===== config.mk =====
export PLATFORM = sky130hd
export DESIGN_NAME = rro_serializer
export DESIGN_NICKNAME = d
export VERILOG_FILES = /design/src/rtl/rro_pkg.sv /design/src/rtl/rro_pick.sv /design/src/rtl/rro_pack.sv /design/src/rtl/rro_piso.sv /design/src/rtl/rro_serializer.sv
export SDC_FILE = /design/constraint.sdc
export NUM_CORES = 1
export LEC_CHECK = 0
export BUFFER_PORTS_ARGS = -buffer_cell sky130_fd_sc_hd__buf_2
export CORE_AREA = 2 2 165 167
export DETAILED_ROUTE_END_ITERATION = 7
export DIE_AREA = 0 0 167 169
export SLEW_MARGIN = 15
export SYNTH_ARGS = -nofsm -noshare
export SYNTH_HDL_FRONTEND = slang
export SYNTH_SLANG_ARGS = --single-unit

===== constraint.sdc =====
create_clock -name out_clk -period 2.45 [get_ports out_clk]
set_clock_uncertainty 0.1 [all_clocks]
set_input_delay 0.3675 -clock out_clk [delete_from_list [all_inputs] [get_ports out_clk]]
set_output_delay 0.3675 -clock out_clk [all_outputs]
set_load 0.01 [all_outputs]

===== src/rtl/rro_pkg.sv =====
package rro_pkg;
   typedef enum logic {ST_IDLE = 1'b0, ST_SHIFT = 1'b1} rro_state_e;

   function automatic int idx_width(input int n);
      return (n > 1) ? $clog2(n) : 1;
   endfunction
endpackage


===== src/rtl/rro_pick.sv =====
module rro_pick #(
   parameter int N  = 16,
   parameter int IW = 4
) (
   input  logic [N-1:0]  req,
   output logic          found,
   output logic [IW-1:0] idx,
   output logic [N-1:0]  onehot
);
   always_comb begin
      found  = 1'b0;
      idx    = '0;
      onehot = '0;
      for (int i = N - 1; i >= 0; i--) begin
         if (req[i]) begin
            found = 1'b1;
            idx   = IW'(i);
         end
      end
      if (found) onehot[idx] = 1'b1;
   end
endmodule


===== src/rtl/rro_pack.sv =====
module rro_pack #(
   parameter int NREG   = 16,
   parameter int NPIX   = 4,
   parameter int TOT_W  = 4,
   parameter int TID_W  = 4,
   parameter int ADDR_W = 8,
   parameter int IW     = 4,
   localparam int PF    = TOT_W + 1,
   localparam int REC_W = NPIX * PF + ADDR_W + TID_W
) (
   input  logic [NREG*NPIX*TOT_W-1:0] tot_flat,
   input  logic [NREG*NPIX-1:0]       nbr_flat,
   input  logic [NREG*TID_W-1:0]      tid_flat,
   input  logic [IW-1:0]              sel,
   output logic [REC_W-1:0]           rec
);
   always_comb begin
      int s;
      s   = int'(sel);
      rec = '0;
      for (int p = 0; p < NPIX; p++) begin
         rec[REC_W-1-p*PF -: PF] = {tot_flat[(s*NPIX+p)*TOT_W +: TOT_W],
                                    nbr_flat[s*NPIX+p]};
      end
      rec[TID_W +: ADDR_W] = ADDR_W'(sel);
      rec[0 +: TID_W]      = tid_flat[s*TID_W +: TID_W];
   end
endmodule


===== src/rtl/rro_piso.sv =====
module rro_piso
   import rro_pkg::*;
#(
   parameter int W         = 32,
   parameter bit MSB_FIRST = 1'b1,
   localparam int CW       = $clog2(W + 1)
) (
   input  logic         clk,
   input  logic         rst_n,
   input  logic         load,
   input  logic [W-1:0] din,
   output logic         busy,
   output logic         dout
);
   rro_state_e    st_q;
   logic [CW-1:0] cnt_q;
   logic [W-1:0]  sh_q;
   logic [W-1:0]  sh_next;

   generate
      if (MSB_FIRST) begin : g_msb
         assign sh_next = {sh_q[W-2:0], 1'b0};
         assign dout    = sh_q[W-1];
      end else begin : g_lsb
         assign sh_next = {1'b0, sh_q[W-1:1]};
         assign dout    = sh_q[0];
      end
   endgenerate

   assign busy = (st_q == ST_SHIFT);

   always_ff @(posedge clk or negedge rst_n) begin
      if (!rst_n) begin
         st_q  <= ST_IDLE;
         cnt_q <= '0;
         sh_q  <= '0;
      end else if (load) begin
         st_q  <= ST_SHIFT;
         cnt_q <= CW'(W - 1);
         sh_q  <= din;
      end else if (st_q == ST_SHIFT) begin
         sh_q <= sh_next;
         if (cnt_q == '0) st_q  <= ST_IDLE;
         else             cnt_q <= cnt_q - 1'b1;
      end
   end
endmodule


===== src/rtl/rro_serializer.sv =====
module rro_serializer
   import rro_pkg::*;
#(
   parameter int NREG      = 16,
   parameter int NPIX      = 4,
   parameter int TOT_W     = 4,
   parameter int TID_W     = 4,
   parameter int ADDR_W    = 8,
   parameter bit MSB_FIRST = 1'b1,
   localparam int IW       = idx_width(NREG),
   localparam int REC_W    = NPIX * (TOT_W + 1) + ADDR_W + TID_W
) (
   input  logic                        out_clk,
   input  logic                        rst_n,
   input  logic                        read,
   input  logic                        trigger,
   input  logic                        trigger_req,
   input  logic [NREG-1:0]             reg_pending,
   input  logic [NREG*NPIX*TOT_W-1:0]  reg_tot,
   input  logic [NREG*NPIX-1:0]        reg_nbr,
   input  logic [NREG*TID_W-1:0]       reg_tid,
   output logic [NREG-1:0]             rd_ack,
   output logic                        token,
   output logic                        sdata
);
   generate
      if (NREG < 1 || NPIX < 1 || TOT_W < 1 || TID_W < 1)
         $error("rro_serializer: widths and counts must be positive");
      if (ADDR_W < IW)
         $error("rro_serializer: ADDR_W too small for NREG regions");
      if (REC_W < 2)
         $error("rro_serializer: record too short");
   endgenerate

   logic            found;
   logic [IW-1:0]   sel;
   logic [NREG-1:0] sel_oh;
   logic [REC_W-1:0] rec;
   logic            busy;
   logic            accept;
   logic            token_q;
   logic [NREG-1:0] ack_q;

   rro_pick #(.N(NREG), .IW(IW)) pick_i (
      .req(reg_pending), .found(found), .idx(sel), .onehot(sel_oh)
   );

   rro_pack #(
      .NREG(NREG), .NPIX(NPIX), .TOT_W(TOT_W), .TID_W(TID_W),
      .ADDR_W(ADDR_W), .IW(IW)
   ) pack_i (
      .tot_flat(reg_tot), .nbr_flat(reg_nbr), .tid_flat(reg_tid),
      .sel(sel), .rec(rec)
   );

   assign accept = read & token_q & ~busy & found;

   rro_piso #(.W(REC_W), .MSB_FIRST(MSB_FIRST)) piso_i (
      .clk(out_clk), .rst_n(rst_n), .load(accept), .din(rec),
      .busy(busy), .dout(sdata)
   );

   always_ff @(posedge out_clk or negedge rst_n) begin
      if (!rst_n) begin
         token_q <= 1'b0;
         ack_q   <= '0;
      end else begin
         token_q <= trigger_req & (|reg_pending) & (token_q | trigger);
         ack_q   <= accept ? sel_oh : '0;
      end
   end

   assign token  = token_q;
   assign rd_ack = ack_q;
endmodule


; ---- Word level (Yosys, flattened, before mapping)
; Index checks and enable logic that the tools add are counted.
; W data, S select, Z words.
[word_totals]
ff_bits = 56
input_bits = 405
[classes]
n_addsub = 4
magnitude_cmp = 6
eq_ne = 1
shifts = 5
muxes = 55
bitwise = 7
n_reduce_logical = 5
[op_table]
columns = operator, count
row1 = $shiftx A256 B32 Y4, 3
row2 = $shiftx A256 B9 Y4, 1
row3 = $lt A32 B8 Y1 const B, 3
row4 = $mux W32, 2
row5 = $mux W4, 16
row6 = $shiftx A64 B7 Y4, 1
row7 = $mux W16, 2
row8 = $mux W1, 27
row9 = $bmux W1 S6, 3
row10 = $mux W6, 3
row11 = $reduce_or A16 Y1, 1
row12 = $add A6 B2 Y7 const B, 2
row13 = $add A6 B1 Y7 const B, 1
row14 = $lt A6 B7 Y1 const B, 1
row15 = $logic_not A6 Y1, 1
row16 = $sub A6 B1 Y6 const B, 1
row17 = $and A1 B1 Y1, 5
row18 = $lt A4 B5 Y1 const B, 1
row19 = $bmux W1 S4, 1
row20 = $demux W1 S4, 1
row21 = $ge A4 B1 Y1 const B, 1
row22 = $ne A2 B2 Y1 const B, 1
row23 = $reduce_and A2 Y1, 1
row24 = $reduce_bool A2 Y1, 1
row25 = 3 further kinds, 3

; ---- Logic depth before layout (Yosys ltp)
[depth]
ltp_word = 22
ltp_mapped = 12

; ---- Hierarchy
; A second synthesis with hierarchy kept.
[unflattened]
hier_cells = 488
hier_area_um2 = 5627.9
[modules_own_cells]
columns = mod, instances, cells_each, area_each_um2
row1 = rro_pack, 1, 214, 2875.3
row2 = rro_piso, 1, 175, 1803.0
row3 = rro_serializer, 1, 41, 611.8
row4 = rro_pick, 1, 58, 337.8

; ---- Worst setup path before layout
; OpenSTA, ideal clock, no wires.
[synth_timing]
path_kind = input -> register
from = input port reg_pending[4]
to = register piso_i.sh_q[21]
setup_time_ns = 0.126
t_arrival_ns = 2.753
setup_slack_ns = -0.529
stages = 9
path_buffers = 1
cell_sequence = or3_4 > a221oi_4 > o31a_4 > nor2_2 > buf_6 > mux2_4 > a2111oi_0 > or4b_1 > a221o_1
[synth_between]
elab_chain_len = 8
[synth_rtl]
columns = item, line
row1 = "start, declared", rro_serializer.sv:18  ; input logic [NREG-1:0] reg_pending,
row2 = $mux W4 (5 in a row), rro_pick.sv:15  ; if (req[i]) begin
row3 = $add A6 B2 Y7, rro_pack.sv:22  ; rec[REC_W-1-p*PF -: PF] = {tot_flat[(s*NPIX+p)*TOT_W +: TOT_W],
row4 = $shiftx A256 B32 Y4, rro_pack.sv:22
row5 = $mux W32, rro_piso.sv:37  ; end else if (load) begin
row6 = "end signal, assigned", rro_piso.sv:40  ; sh_q <= din;
row7 = "end signal, assigned", rro_piso.sv:42  ; sh_q <= sh_next;
row8 = "end, declared", rro_piso.sv:17  ; logic [W-1:0] sh_q;
; Several ways; a longest one is shown, not always the timed one.
; A chain may end at the register's enable or synchronous reset.

; ---- Worst setup path after layout
[layout_timing]
from = input port reg_pending[14]
to = register piso_i.sh_q[18]
[layout_between]
elab_chain_len = 18
[layout_rtl]
columns = item, line
row1 = $mux W4 (15 in a row), rro_pick.sv:15
row2 = $add A6 B2 Y7, rro_pack.sv:22
row3 = $shiftx A256 B32 Y4, rro_pack.sv:22
row4 = $mux W32, rro_piso.sv:37
; Several ways; a longest one is shown, not always the timed one.

==> reports/results.ini <==
[outcome]
outcome=complete, but fails checks
violations=negative setup slack

[floorplan]
pin_count=423
die-area_um2=28200
dieHeight_um=169
die_x_um=167
coreArea_um2=26500
rows=60
start_util_pct=21.6

[logic_synthesis]
async_reset_ff_share_pct=100
synth_top_area_share_pct=24.5
yosysTopAreaCell=dfrtp_1
synth_area_per_cell_um2=7.66
syn_nets=1155
synthCells=748
synth_edf_count=0
synth_area_um2=5730
synth_flop_cell=dfrtp_1
ys_seq_elements=56
synthTopCellsByArea=dfrtp_1 24%, mux2i_1 19%, nand2_1 7.2%
ys_warn_count=0
ys_seq_area_share_pct=24.5
synthDistinctLibCells=54

[power_and_ir_drop]
switchingPower_uw=953
p_int_uw=2020
pwr-share-comb_pct=44.7
ir_drop_mv=0.213
p_per_area_nw_per_um2=296
p_sw_share_pct=32.0
power_leakage_uw=0.00512
pwr-share-seq_pct=31.1
clkPwrFrac_pct=24.2

[setup_path]
cp_max_fo=3
setup.worst_path.end_class=flop
start_kind=primary input
arrival_ns=2.91
worstPathRequired_ns=2.54
critPathKind=in2reg

[drt]
postRouteAntennaNets=0
wire_per_inst_um=19.5
first_iter_violations=465
firstDrtPassIters=8
wl_mm=30.7
via_count=8096
drc=0
via_per_inst=5.13

[sta]
setup_viol=24
fmax_mhz=354
tightestPinTransition_ns=0.722
min_period_ns=2.82
rsz0062_at_grt=yes
fin_crit_sh_pct=115
fin_ws_ns=-0.373
hold_viol=0
relSlewSlack_pct=51.8
slew_viol_final=0

[finish]
final_area_um2=10000
fin_nets=1641
drive_above_1_share_pct=51.6
final_cell_mix=417 x buf_2, 110 x nand2_1, 106 x mux2i_1
finish.utilization_pct=37.9
final_common_cell=buf_2
area_growth_pct=75.5

[global_route]
grt_max_degree=54
globalRouteOverflowTotal=0
antenna_found_initial=1
grt_usage_pct=20.1
grt_pass1_vias=8043
grt_first_pass_wirelength_mm=43.9

[clock_tree]
clock_sinks=56
cts_root_buf=clkbuf_16
clk_latency_ns=0.30
clk_pin_slew_ns=0.08
cts_buffers=5
hold_buffers=0
cts_tree=built
clockBufferDepth=2
htreeDepth=2

[flow_run]
cap_violations=0

[placement]
place_congestion=0.919
io_buffers=422
place_hpwl_mm=23.9
place_area_um2=9090

[min_path]
hp-class=in2async

metal layers:
metal / up-vias / track usage, % / share of wire (%)
met4: 0 / 7.20 / 2.8
met1: 3813 / 25.2 / 41
met3: 54 / 2.99 / 7.1
met2: 432 / 34.9 / 50
met5: - / 0 / 0
li1: 3797 / - / -
synth_stat cells (all sizes together), types with 2 or more instances:
master and number:
mux2i 110, nand2 110, a21oi 67, nor2 59
dfrtp 56, o21ai 54, nand3 49, o22ai 47
clkbuf 46, buf 17, a2111oi 14, a221o 14
mux2 14, nor4 11, or4b 11, o221ai 9
o22a 8, inv 6, nor3 6, or2 4
a221oi 3, and3 3, xnor2 3, a211oi 2
ha 2, nor2b 2, o311ai 2, xor2 2
area by class of cell:
type	instances	area, um^2
Antenna cell	1	2.50
Clock buffer	6	129
Clock inverter	2	12.5
Fill cell	2735	16500
Inverter	6	22.5
Multi-Input combinational cell	625	4620
Sequential cell	56	1400
Tap cell	341	427
Timing Repair Buffer	540	3440
through the flow:
stage               std cells  total power, uW  hold WS (ns)  setup TNS (ns)  setup WS, ns
floorplan                 748             1460       -0.0281           -9.52        -0.463
global placement         1552             2070         0.358          -18.35        -0.982
detailed placement       1552             2080         0.370          -20.39         -1.03
CTS                      1571             2970        0.0459           -6.32        -0.378
global route             1577             3140        0.0835           -8.58        -0.462
finish                   1577             2980        0.0258           -6.00        -0.373
cell families (layout without fill, tap and decap cells):
group | Yosys count | count (layout) | synth area share, %
AOI/OAI and AO/OA | 231 | 232 | 26.0
xor gates and xnor gates | 5 | 5 | 0.765
adders and majority gates | 2 | 2 | 0.437
buffers and inverters | 69 | 554 | 5.00
DFF | 56 | 56 | 24.5
muxes | 124 | 124 | 22.4
other | 0 | 1 | 0
and+or+nand+nor | 261 | 262 | 20.9
power by group through the flow:
stage / Sequential [uW] / Clock [uW] / Combinational [uW]
after floorplan: 944 / 0 / 511
after global placement: 944 / 0 / 1130
after detailed placement: 944 / 0 / 1140
after CTS: 926 / 747 / 1300
after global routing: 925 / 778 / 1430
final: 926 / 720 / 1330
critical path, stage by stage:
cell       delay, ns
buf_2           0.11
nand2b_4        0.12
a221oi_2        0.07
o31a_4          0.37
buf_12          0.13
nor2_4          0.18
mux2_2          0.39
a2111oi_4       0.33
or4b_4          0.51
a221o_1         0.33
path summary, 6_finish.rpt:
path | start | to | slack (ns) | depth (start not counted)
worst min register to register | piso_i.sh_q[12] | piso_i.sh_q[13] | 0.39 | 2
worst min-delay path | rst_n | rd_ack[5] | 0.03 | 1
max in group asynchronous | rst_n | rd_ack[9] | 1.62 | 2
worst max-delay path | reg_pending[14] | piso_i.sh_q[18] | -0.37 | 10
min in group out_clk | trigger_req | token | 0.30 | 3
worst max register to register | piso_i.cnt_q[0] | piso_i.cnt_q[4] | 0.36 | 9
sequential cells by signal, indices dropped and copies added (netlist names):
signal / flops
piso_i.sh_q: 32
piso_i.busy: 1
rd_ack: 16
token: 1
piso_i.cnt_q: 6
timing repair:
action                                  4_1_cts  5_1_grt
pin swaps                                    20       19
gates resized for setup                      89       28
buffers inserted                              6        7
cloned                                        6        0
endpoints found under the setup margin       24       25
Note: power is estimated with default switching activity, not from simulation.
